$ cat config.mk
export PLATFORM = sky130hd
export DESIGN_NAME = halt_loop_seq
export DESIGN_NICKNAME = d
export VERILOG_FILES = /design/src/rtl/halt_pkg.sv /design/src/rtl/hl_status_decode.sv /design/src/rtl/hl_step_fsm.sv /design/src/rtl/halt_loop_seq.sv
export SDC_FILE = /design/constraint.sdc
export NUM_CORES = 1
export LEC_CHECK = 0
export ABC_CLOCK_PERIOD_IN_PS = 4400
export CORE_ASPECT_RATIO = 0.5
export CORE_MARGIN = 2
export CORE_UTILIZATION = 30
export DETAILED_ROUTE_END_ITERATION = 16
export PLACE_DENSITY = 0.78
export SLEW_MARGIN = 40
export SYNTH_ARGS = -nofsm -noshare
export SYNTH_HDL_FRONTEND = slang
export SYNTH_HIERARCHICAL = 1
export SYNTH_SLANG_ARGS = --single-unit
$ cat constraint.sdc
create_clock -name clk_i -period 4.4 [get_ports clk_i]
set_clock_uncertainty 0.2 [all_clocks]
set_input_delay 1.1 -clock clk_i [delete_from_list [all_inputs] [get_ports clk_i]]
set_output_delay 1.1 -clock clk_i [all_outputs]
set_load 0.02 [all_outputs]
$ cat src/rtl/halt_pkg.sv
package halt_pkg;
  typedef enum logic [2:0] {
    ST_RUN = 3'd0,
    ST_S1  = 3'd1,
    ST_S2  = 3'd2,
    ST_S3  = 3'd3,
    ST_S4  = 3'd4,
    ST_OP  = 3'd5
  } loop_st_e;

  localparam int unsigned ISTEP_BIT = 0;
endpackage

$ cat src/rtl/hl_status_decode.sv
module hl_status_decode #(
  parameter int unsigned CODE_W  = 4,
  parameter int unsigned NUM_OPS = 8
) (
  input  logic               clk_i,
  input  logic               rst_ni,
  input  logic               latch_i,
  input  logic [CODE_W-1:0]  panel_req_i,
  output logic [NUM_OPS-1:0] op_oh_o,
  output logic               grp_lo_hit_o,
  output logic               grp_hi_hit_o
);
  localparam int unsigned LO_N = NUM_OPS / 2;

  logic [CODE_W-1:0] status_q;

  always_ff @(posedge clk_i or negedge rst_ni) begin
    if (!rst_ni)      status_q <= '0;
    else if (latch_i) status_q <= panel_req_i;
  end

  // code k selects op k-1; 0 and out-of-range codes select nothing
  for (genvar i = 0; i < NUM_OPS; i++) begin : g_dec
    assign op_oh_o[i] = (status_q == CODE_W'(i + 1));
  end

  assign grp_lo_hit_o = |op_oh_o[LO_N-1:0];
  assign grp_hi_hit_o = |op_oh_o[NUM_OPS-1:LO_N];

  assert_latch_R3: assert property (@(posedge clk_i) disable iff (!rst_ni)
    latch_i |=> status_q == $past(panel_req_i));
  assert_dec_group_R4: assert property (@(posedge clk_i) disable iff (!rst_ni)
    !(grp_lo_hit_o && grp_hi_hit_o));
endmodule

$ cat src/rtl/hl_step_fsm.sv
module hl_step_fsm
  import halt_pkg::*;
#(
  parameter int unsigned NUM_OPS = 8
) (
  input  logic               clk_i,
  input  logic               rst_ni,
  input  logic               irq_pend_i,
  input  logic               exception_i,
  input  logic               instr_end_i,
  input  logic               acmp_i,
  input  logic               op_done_i,
  input  logic [NUM_OPS-1:0] op_oh_i,
  input  logic               grp_lo_hit_i,
  input  logic               grp_hi_hit_i,
  output logic               latch_o,
  output logic [2:0]         state_o,
  output logic               stop_set_o,
  output logic               stop_clr_o,
  output logic               stop_trig_o,
  output logic [NUM_OPS-1:0] dispatch_o,
  output logic               irq_take_o,
  output logic               exit_o
);
  loop_st_e state_q, state_d;
  logic [NUM_OPS-1:0] disp_q;
  logic stop_q;
  logic take_op;

  always_comb begin
    state_d    = state_q;
    latch_o    = 1'b0;
    stop_set_o = 1'b0;
    stop_clr_o = 1'b0;
    irq_take_o = 1'b0;
    exit_o     = 1'b0;
    take_op    = 1'b0;
    unique case (state_q)
      ST_RUN: if (instr_end_i && (exception_i || acmp_i)) state_d = ST_S1;
      ST_S1: begin
        latch_o    = 1'b1;
        stop_clr_o = 1'b1;
        if (irq_pend_i) begin
          irq_take_o = 1'b1;
          state_d    = ST_RUN;
        end else begin
          state_d = ST_S2;
        end
      end
      ST_S2: begin
        if (grp_lo_hit_i) begin
          take_op    = 1'b1;
          stop_set_o = !op_oh_i[ISTEP_BIT];
          state_d    = ST_OP;
        end else begin
          state_d = ST_S3;
        end
      end
      ST_S3: begin
        if (grp_hi_hit_i) begin
          take_op    = 1'b1;
          stop_set_o = !op_oh_i[ISTEP_BIT];
          state_d    = ST_OP;
        end else begin
          state_d = ST_S4;
        end
      end
      ST_S4: begin
        stop_set_o = 1'b1;
        if (exception_i) begin
          state_d = ST_S1;
        end else begin
          exit_o  = 1'b1;
          state_d = ST_RUN;
        end
      end
      ST_OP: if (op_done_i) state_d = ST_S1;
      default: state_d = ST_S1;
    endcase
  end

  always_ff @(posedge clk_i or negedge rst_ni) begin
    if (!rst_ni) begin
      state_q <= ST_S1;
      disp_q  <= '0;
      stop_q  <= 1'b1;
    end else begin
      state_q <= state_d;
      if (take_op)                            disp_q <= op_oh_i;
      else if (state_q == ST_OP && op_done_i) disp_q <= '0;
      if (stop_set_o)      stop_q <= 1'b1;
      else if (stop_clr_o) stop_q <= 1'b0;
    end
  end

  assign state_o     = state_q;
  assign dispatch_o  = disp_q;
  assign stop_trig_o = stop_q;

  assert_stop_excl_R2: assert property (@(posedge clk_i) disable iff (!rst_ni)
    !(stop_set_o && stop_clr_o));
  assert_order_R2: assert property (@(posedge clk_i) disable iff (!rst_ni)
    (state_q == ST_S3) |-> $past(state_q) == ST_S2);
  assert_irq_leave_R3: assert property (@(posedge clk_i) disable iff (!rst_ni)
    irq_take_o |=> (state_q == ST_RUN) && (disp_q == '0));
  assert_onehot_R6: assert property (@(posedge clk_i) disable iff (!rst_ni)
    $onehot0(disp_q));
  assert_hold_R6: assert property (@(posedge clk_i) disable iff (!rst_ni)
    (state_q == ST_OP && !op_done_i) |=> $stable(disp_q) && state_q == ST_OP);
  assert_istep_R7: assert property (@(posedge clk_i) disable iff (!rst_ni)
    (state_q == ST_OP && disp_q[ISTEP_BIT]) |-> !stop_q);
  assert_guard_R7: assert property (@(posedge clk_i) disable iff (!rst_ni)
    (state_q == ST_OP && disp_q != '0 && !disp_q[ISTEP_BIT]) |-> stop_q);
  assert_exit_R8: assert property (@(posedge clk_i) disable iff (!rst_ni)
    exit_o |=> state_q == ST_RUN && stop_q);
  assert_run_R9: assert property (@(posedge clk_i) disable iff (!rst_ni)
    (state_q == ST_RUN && !instr_end_i) |=> state_q == ST_RUN);
endmodule

$ cat src/rtl/halt_loop_seq.sv
module halt_loop_seq #(
  parameter int unsigned CODE_W  = 4,
  parameter int unsigned NUM_OPS = 8,
  parameter int unsigned PSW_W   = 16,
  parameter int unsigned ADDR_W  = 24
) (
  input  logic               clk_i,
  input  logic               rst_ni,
  input  logic [CODE_W-1:0]  panel_req_i,
  input  logic               exception_i,
  input  logic               ext_irq_i,
  input  logic               chan_irq_i,
  input  logic               instr_end_i,
  input  logic               acmp_i,
  input  logic               op_done_i,
  input  logic [PSW_W-1:0]   psw_i,
  input  logic [ADDR_W-1:0]  iar_i,
  output logic [2:0]         loop_state_o,
  output logic               stop_set_o,
  output logic               stop_clr_o,
  output logic               stop_trig_o,
  output logic [NUM_OPS-1:0] op_dispatch_o,
  output logic               irq_take_o,
  output logic               exit_o,
  output logic [PSW_W-1:0]   key_o,
  output logic [ADDR_W-1:0]  sar_o
);
  logic               latch;
  logic [NUM_OPS-1:0] op_oh;
  logic               grp_lo_hit, grp_hi_hit;

  hl_status_decode #(.CODE_W(CODE_W), .NUM_OPS(NUM_OPS)) u_dec (
    .clk_i        (clk_i),
    .rst_ni       (rst_ni),
    .latch_i      (latch),
    .panel_req_i  (panel_req_i),
    .op_oh_o      (op_oh),
    .grp_lo_hit_o (grp_lo_hit),
    .grp_hi_hit_o (grp_hi_hit)
  );

  hl_step_fsm #(.NUM_OPS(NUM_OPS)) u_fsm (
    .clk_i        (clk_i),
    .rst_ni       (rst_ni),
    .irq_pend_i   (ext_irq_i | chan_irq_i),
    .exception_i  (exception_i),
    .instr_end_i  (instr_end_i),
    .acmp_i       (acmp_i),
    .op_done_i    (op_done_i),
    .op_oh_i      (op_oh),
    .grp_lo_hit_i (grp_lo_hit),
    .grp_hi_hit_i (grp_hi_hit),
    .latch_o      (latch),
    .state_o      (loop_state_o),
    .stop_set_o   (stop_set_o),
    .stop_clr_o   (stop_clr_o),
    .stop_trig_o  (stop_trig_o),
    .dispatch_o   (op_dispatch_o),
    .irq_take_o   (irq_take_o),
    .exit_o       (exit_o)
  );

  // restore values only presented alongside the exit strobe
  assign key_o = exit_o ? psw_i : '0;
  assign sar_o = exit_o ? iar_i : '0;

  assert_restore_R8: assert property (@(posedge clk_i) disable iff (!rst_ni)
    exit_o |-> !exception_i && !(ext_irq_i && irq_take_o));
endmodule

; Word-level counts from Yosys, hierarchy flattened
; Cells that the tools add are included.
[op_classes]
addsub = 0
multipliers = 0
div = 0
order_cmp = 0
eq_ne = 15
shift = 0
mux = 24
bitwise_logic = 1
n_reduce_logical = 10
[op_table]
columns = op, count
row1 = 2-to-1 mux 24 bit, 1
row2 = case mux 3 bit (6 select lines), 1
row3 = "equality test 4 x 3 -> 1 bit, second input constant", 4
row4 = 2-to-1 mux 16 bit, 1
row5 = 2-to-1 mux 8 bit, 2
row6 = 2-to-1 mux 1 bit, 13
row7 = 2-to-1 mux 3 bit, 3
row8 = "equality test 4 x 2 -> 1 bit, second input constant", 2
row9 = OR reduction 4 bit, 2
row10 = "equality test 3 x 2 -> 1 bit, second input constant", 2
row11 = "equality test 3 bit, second input constant", 2
row12 = "equality test 4 x 1 -> 1 bit, second input constant", 1
row13 = "equality test 4 bit, second input constant", 1
row14 = nonzero test 2 bit, 2
row15 = "equality test 3 x 1 -> 1 bit, second input constant", 1
row16 = zero test 3 bit, 1
row17 = case mux 1 bit (3 select lines), 1
row18 = logical AND 1 bit, 2
row19 = 2-to-1 mux 2 bit, 1
row20 = "inequality test 2 x 1 -> 1 bit, second input constant", 1
row21 = "inequality test 2 bit, second input constant", 1
row22 = case mux 1 bit (2 select lines), 1
row23 = AND reduction 2 bit, 1
row24 = zero test 1 bit, 1
row25 = other kinds (2), 2
[word_totals]
register_bits = 16
latch_bits = 0
ram_bits = 0
rom_bits = 0
inputBits = 52
out_inout_bits = 56
memories = 0

; Logic depth before layout (Yosys ltp)
[depth]
depth_word = 5
mapped_depth = 6

; Hierarchy
; Netlist, hierarchy kept.
[by_module_without_submodules]
columns = module, n_inst, cells_per_inst, area_per_inst_um2
row1 = hl_step_fsm, 1, 64, 641.9
row2 = halt_loop_seq, 1, 45, 326.6
row3 = hl_status_decode, 1, 24, 237.7

; Worst setup path after synthesis
; Ideal clock, no wire load.
[synth_timing]
path_kind = input to output
start = input exception_i
end = output key_o[0]
t_arrival_ns = 1.956
path_slack_ns = 1.144
path_stages = 3
cell_sequence = nor2_1 -> clkbuf_2 -> and2_2
[synth_between]
elab_chain_cells = 3
[synth_lines]
columns = element, line_no
row1 = "start, declared", halt_loop_seq.sv:10  ; input logic exception_i,
row2 = 2-to-1 mux 1 bit, hl_step_fsm.sv:70  ; if (exception_i) begin
row3 = 2-to-1 mux 1 bit, hl_step_fsm.sv:38  ; unique case (state_q)
row4 = 2-to-1 mux 16 bit, halt_loop_seq.sv:64  ; assign key_o = exit_o ? psw_i : '0;
row5 = "end, declared", halt_loop_seq.sv:25  ; output logic [PSW_W-1:0] key_o,
; Every way passes these cells.

; Worst setup path after layout
[layout_timing]
start = input exception_i
end = output sar_o[18]
[layout_between]
elab_chain_cells = 3
[layout_lines]
columns = element, line_no
row1 = 2-to-1 mux 1 bit, hl_step_fsm.sv:70
row2 = 2-to-1 mux 1 bit, hl_step_fsm.sv:38
row3 = 2-to-1 mux 24 bit, halt_loop_seq.sv:65  ; assign sar_o = exit_o ? iar_i : '0;
row4 = "end, declared", halt_loop_seq.sv:26  ; output logic [ADDR_W-1:0] sar_o
; Every way passes these cells.

==> flow_results.xml <==
<?xml version="1.0" encoding="UTF-8"?>
<metrics>
  <group name="yosys">
    <metric name="mappedNetlistArea" unit="µm²">1210</metric>
    <metric name="synth_enable_flop_cells" unit="">0</metric>
    <metric name="synth-compound-area-share" unit="%">16.8</metric>
    <metric name="synth_xor_xnor_area_share" unit="%">0</metric>
    <metric name="post_synth_num_cell_types" unit="">31</metric>
    <metric name="synth.mux.area_fraction" unit="%">5.71</metric>
    <metric name="syn_avg_cell_area" unit="µm²">9.07</metric>
    <metric name="synth_top_cell_by_area" unit="">sky130_fd_sc_hd__dfrtp_1</metric>
    <metric name="yosysWarningCount" unit="">6</metric>
    <metric name="synth-adder-area-share" unit="%">0</metric>
    <metric name="synth_simple_gate_area_share" unit="%">37.2</metric>
    <metric name="async_set_or_reset_flop_fraction_in_the_synthesized_netlist" unit="%">100</metric>
    <metric name="yosysSeqAreaShare" unit="%">33.4</metric>
    <metric name="synth_top_family_by_area" unit="">simple AND/OR/NAND/NOR gates</metric>
    <metric name="synth_commonest_cells" unit="">sky130_fd_sc_hd__and2_2 (40), sky130_fd_sc_hd__dfrtp_1 (14), sky130_fd_sc_hd__nor2_1 (14), sky130_fd_sc_hd__inv_1 (9), sky130_fd_sc_hd__o21ai_2 (9)</metric>
    <metric name="netlist_instances" unit="">133</metric>
    <metric name="synth_largest_type_area_fraction" unit="%">29.0</metric>
    <metric name="yosys-top-cells-area" unit="">sky130_fd_sc_hd__dfrtp_1 (29%), sky130_fd_sc_hd__and2_2 (25%), sky130_fd_sc_hd__o21ai_2 (6.5%)</metric>
    <metric name="synth_seq_cells" unit="">16</metric>
    <metric name="synthesized_net_count" unit="">185</metric>
    <metric name="synth.most_common_cell" unit="">sky130_fd_sc_hd__and2_2</metric>
    <metric name="synth_ff_type" unit="">sky130_fd_sc_hd__dfrtp_1</metric>
  </group>
  <group name="routing">
    <metric name="route.met3.wl" unit="µm">216</metric>
    <metric name="route.antenna.remaining_nets" unit="">0</metric>
    <metric name="wl_met2" unit="µm">2120</metric>
    <metric name="wl_per_cell" unit="µm">14.0</metric>
    <metric name="via_count" unit="">1295</metric>
    <metric name="drt_iter0_markers" unit="">29</metric>
    <metric name="avgViaCountPerCell" unit="">4.43</metric>
    <metric name="wl_met1" unit="µm">1760</metric>
    <metric name="drc" unit="">0</metric>
    <metric name="routed_wirelength" unit="µm">4090</metric>
    <metric name="first_pass_iteration_count_of_the_detailed_router" unit="">5</metric>
    <metric name="dr.max_layer_used" unit="">met3</metric>
  </group>
  <group name="clocking">
    <metric name="post_cts_buffers" unit="">0</metric>
    <metric name="cts_max_path_buffers" unit="">2</metric>
    <metric name="tritoncts_clock_tree" unit="">yes</metric>
    <metric name="h_tree_depth_reported_by_cts" unit="">1</metric>
    <metric name="cts_inserted_buffers" unit="">3</metric>
    <metric name="cts.reportedPaths.clkPinSlew" unit="ps">60</metric>
    <metric name="clock_sinks" unit="">16</metric>
    <metric name="hold_buffers" unit="">0</metric>
    <metric name="post_cts.resized_instances" unit="">0</metric>
    <metric name="cts_root_buf" unit="">sky130_fd_sc_hd__clkbuf_8</metric>
    <metric name="clock_latency" unit="ps">250</metric>
  </group>
  <group name="timing">
    <metric name="finalHoldViolCount" unit="">0</metric>
    <metric name="tightest_slew" unit="ps">729</metric>
    <metric name="final_min_period_over_clock_period" unit="%">92.8</metric>
    <metric name="timing.max_slew.rel_slack" unit="%">51.3</metric>
    <metric name="report.final.slew_viol_count" unit="">0</metric>
    <metric name="report.final.setup_viol" unit="">0</metric>
    <metric name="clock.fmax" unit="GHz">0.245</metric>
    <metric name="final_critical_path_setup_slack" unit="ps">318</metric>
    <metric name="min_period" unit="ps">4080</metric>
    <metric name="timing.setup.tns" unit="ps">0</metric>
    <metric name="rsz0062_at_grt" unit="">no</metric>
  </group>
  <group name="setup_path">
    <metric name="critical_path.n_buffers_inverters" unit="">3</metric>
    <metric name="timing.critical_path.fanout_max" unit="">41</metric>
    <metric name="crit_arrival" unit="ps">2780</metric>
    <metric name="critical_path.startpoint_type" unit="">input port</metric>
    <metric name="crit_path_end_kind" unit="">output port</metric>
    <metric name="critical_path_required" unit="ps">3100</metric>
    <metric name="critical-path-top-delay-family" unit="">buffers and inverters</metric>
    <metric name="critical-path-top-cell-by-count" unit="">sky130_fd_sc_hd__clkdlybuf4s50_1</metric>
    <metric name="worstPathCellList" unit="">clkdlybuf4s50_1, nor2_1, buf_4, and2_2, clkdlybuf4s50_1</metric>
    <metric name="delay_of_the_slowest_critical_path_stage" unit="ps">620</metric>
    <metric name="critical-path-slowest-cell" unit="">sky130_fd_sc_hd__clkdlybuf4s50_1</metric>
    <metric name="critPathKind" unit="">in -&gt; out</metric>
  </group>
  <group name="final_layout">
    <metric name="drive_gt1_share" unit="%">26.5</metric>
    <metric name="growth_of_design_area_from_synthesis_to_finish" unit="%">96.2</metric>
    <metric name="design.final.nets" unit="">291</metric>
    <metric name="seq_area" unit="µm²">403</metric>
    <metric name="antennaDiodeCount" unit="">0</metric>
    <metric name="n_fill_cell" unit="">339</metric>
    <metric name="multi_input_gate_area_in_the_final_layout" unit="µm²">721</metric>
  </group>
  <group name="global_routing">
    <metric name="number_of_antenna_violations_at_the_first_check_in_global_routing" unit="">0</metric>
    <metric name="overflow" unit="">0</metric>
    <metric name="globalRouteTotalUtil" unit="%">17.8</metric>
    <metric name="largest_net_degree_at_the_start_of_global_routing" unit="">42</metric>
    <metric name="grt_first_pass_wirelength" unit="µm">6420</metric>
    <metric name="number_of_global_route_vias_before_repair" unit="">1227</metric>
  </group>
  <group name="power">
    <metric name="power_per_cell_area" unit="nW/µm²">452</metric>
    <metric name="leakage" unit="nW">0.916</metric>
    <metric name="max-vdd-ir-drop" unit="V">0.000266</metric>
  </group>
  <group name="run">
    <metric name="max_cap_violations" unit="">0</metric>
  </group>
  <group name="die">
    <metric name="total_die_area" unit="µm²">4570</metric>
    <metric name="die_width" unit="µm">93.7</metric>
    <metric name="core_region_area" unit="µm²">3880</metric>
    <metric name="rows" unit="">16</metric>
    <metric name="io_pins" unit="">108</metric>
    <metric name="die_h" unit="µm">48.8</metric>
    <metric name="floorplan.initialDensity" unit="%">31.1</metric>
  </group>
  <group name="place">
    <metric name="post-dp-hpwl" unit="µm">3350</metric>
    <metric name="pre_cts_setup_slack" unit="ps">327</metric>
    <metric name="finalWeightedCongestion" unit="">0.809</metric>
    <metric name="portBuffers" unit="">107</metric>
  </group>
  <group name="hold_path">
    <metric name="min-delay-path-class" unit="">reg -&gt; reg</metric>
  </group>
  <group name="status">
    <metric name="run_status" unit="">complete, no violations</metric>
  </group>
</metrics>
## routing by layer
| layer | vias to the layer above | GRT usage, % |
|---|---|---|
| met3 | 0 | 3.25 |
| li1 | 653 | - |
| met4 | 0 | 2.17 |
| met2 | 38 | 32.9 |
| met5 | - | 0 |
| met1 | 604 | 22.4 |
## final cells by class
cell class / count / share of cell area [%]
tap: 54 / 2.86
sequential: 16 / 17.0
timing repair buffer: 109 / 45.9
multi-input combinational: 100 / 30.5
inverter: 9 / 1.43
clock buffer: 4 / 2.33
## layout by cell type (no fill, tap or decap), drive strengths merged, types with 3 or more instances in the layout
| master | instances |
|---|---|
| clkbuf | 4 |
| nand2b | 5 |
| inv | 9 |
| clkdlybuf4s50 | 107 |
| or2 | 3 |
| dfrtp | 14 |
| and2 | 41 |
| o211ai | 8 |
| nand2 | 3 |
| nor2 | 14 |
| o21ai | 10 |
| mux2 | 4 |
## per-stage QoR
stage                     area, µm²  utilization (%)  cells  hold WS (ps)  power [mW]
final                          2370             60.9    292           329        1.07
after global routing           2370             60.9    292           361        1.14
after CTS                      2370             60.9    292           334        1.08
after detailed placement       2310             59.5    288           319       0.939
after global placement         2310             59.5    288           312       0.925
after floorplan                1210                -    133           278       0.674
## cell families after synthesis
group	after synthesis
flops	16
simple gates	69
mux	6
compound gates	25
buf+inv	17
## worst register-to-register path: cells and delay by family (launching register included)
kind / cells / cell delay (ps)
compound gates: 2 / 350
buf+inv: 1 / 200
flops: 1 / 450
mux: 1 / 190
simple gates: 2 / 670
## path summary, 6_finish.rpt
| check | slack, ps | to | startpoint | cells past startpoint |
|---|---|---|---|---|
| setup reg to reg | 2280 | u_fsm/stop_trig_o | u_dec/status_q[0] | 6 |
| max in group asynchronous | 2460 | u_dec/status_q[0] | rst_ni | 1 |
| min in group asynchronous | 1080 | u_fsm/dispatch_o[5] | rst_ni | 1 |
| hold reg to reg | 330 | u_dec/status_q[3] | u_dec/status_q[3] | 1 |
| setup / recovery | 320 | sar_o[18] | exception_i | 5 |
| hold / removal | 330 | u_dec/status_q[3] | u_dec/status_q[3] | 1 |
## sequential cells by signal, indices dropped and copies added, names as in the netlist
signal             flops
u_fsm/dispatch_o       8
u_fsm/stop_trig_o      1
u_dec/status_q         4
u_fsm/state_o          3
## where the power goes
part | internal [mW] | switching (mW) | leakage [nW] | total (mW)
clock network | 0.0795 | 0.0532 | 0.0288 | 0.133
logic | 0.317 | 0.339 | 0.686 | 0.657
registers | 0.213 | 0.0673 | 0.202 | 0.280
Power figures use the tool's default switching activity.
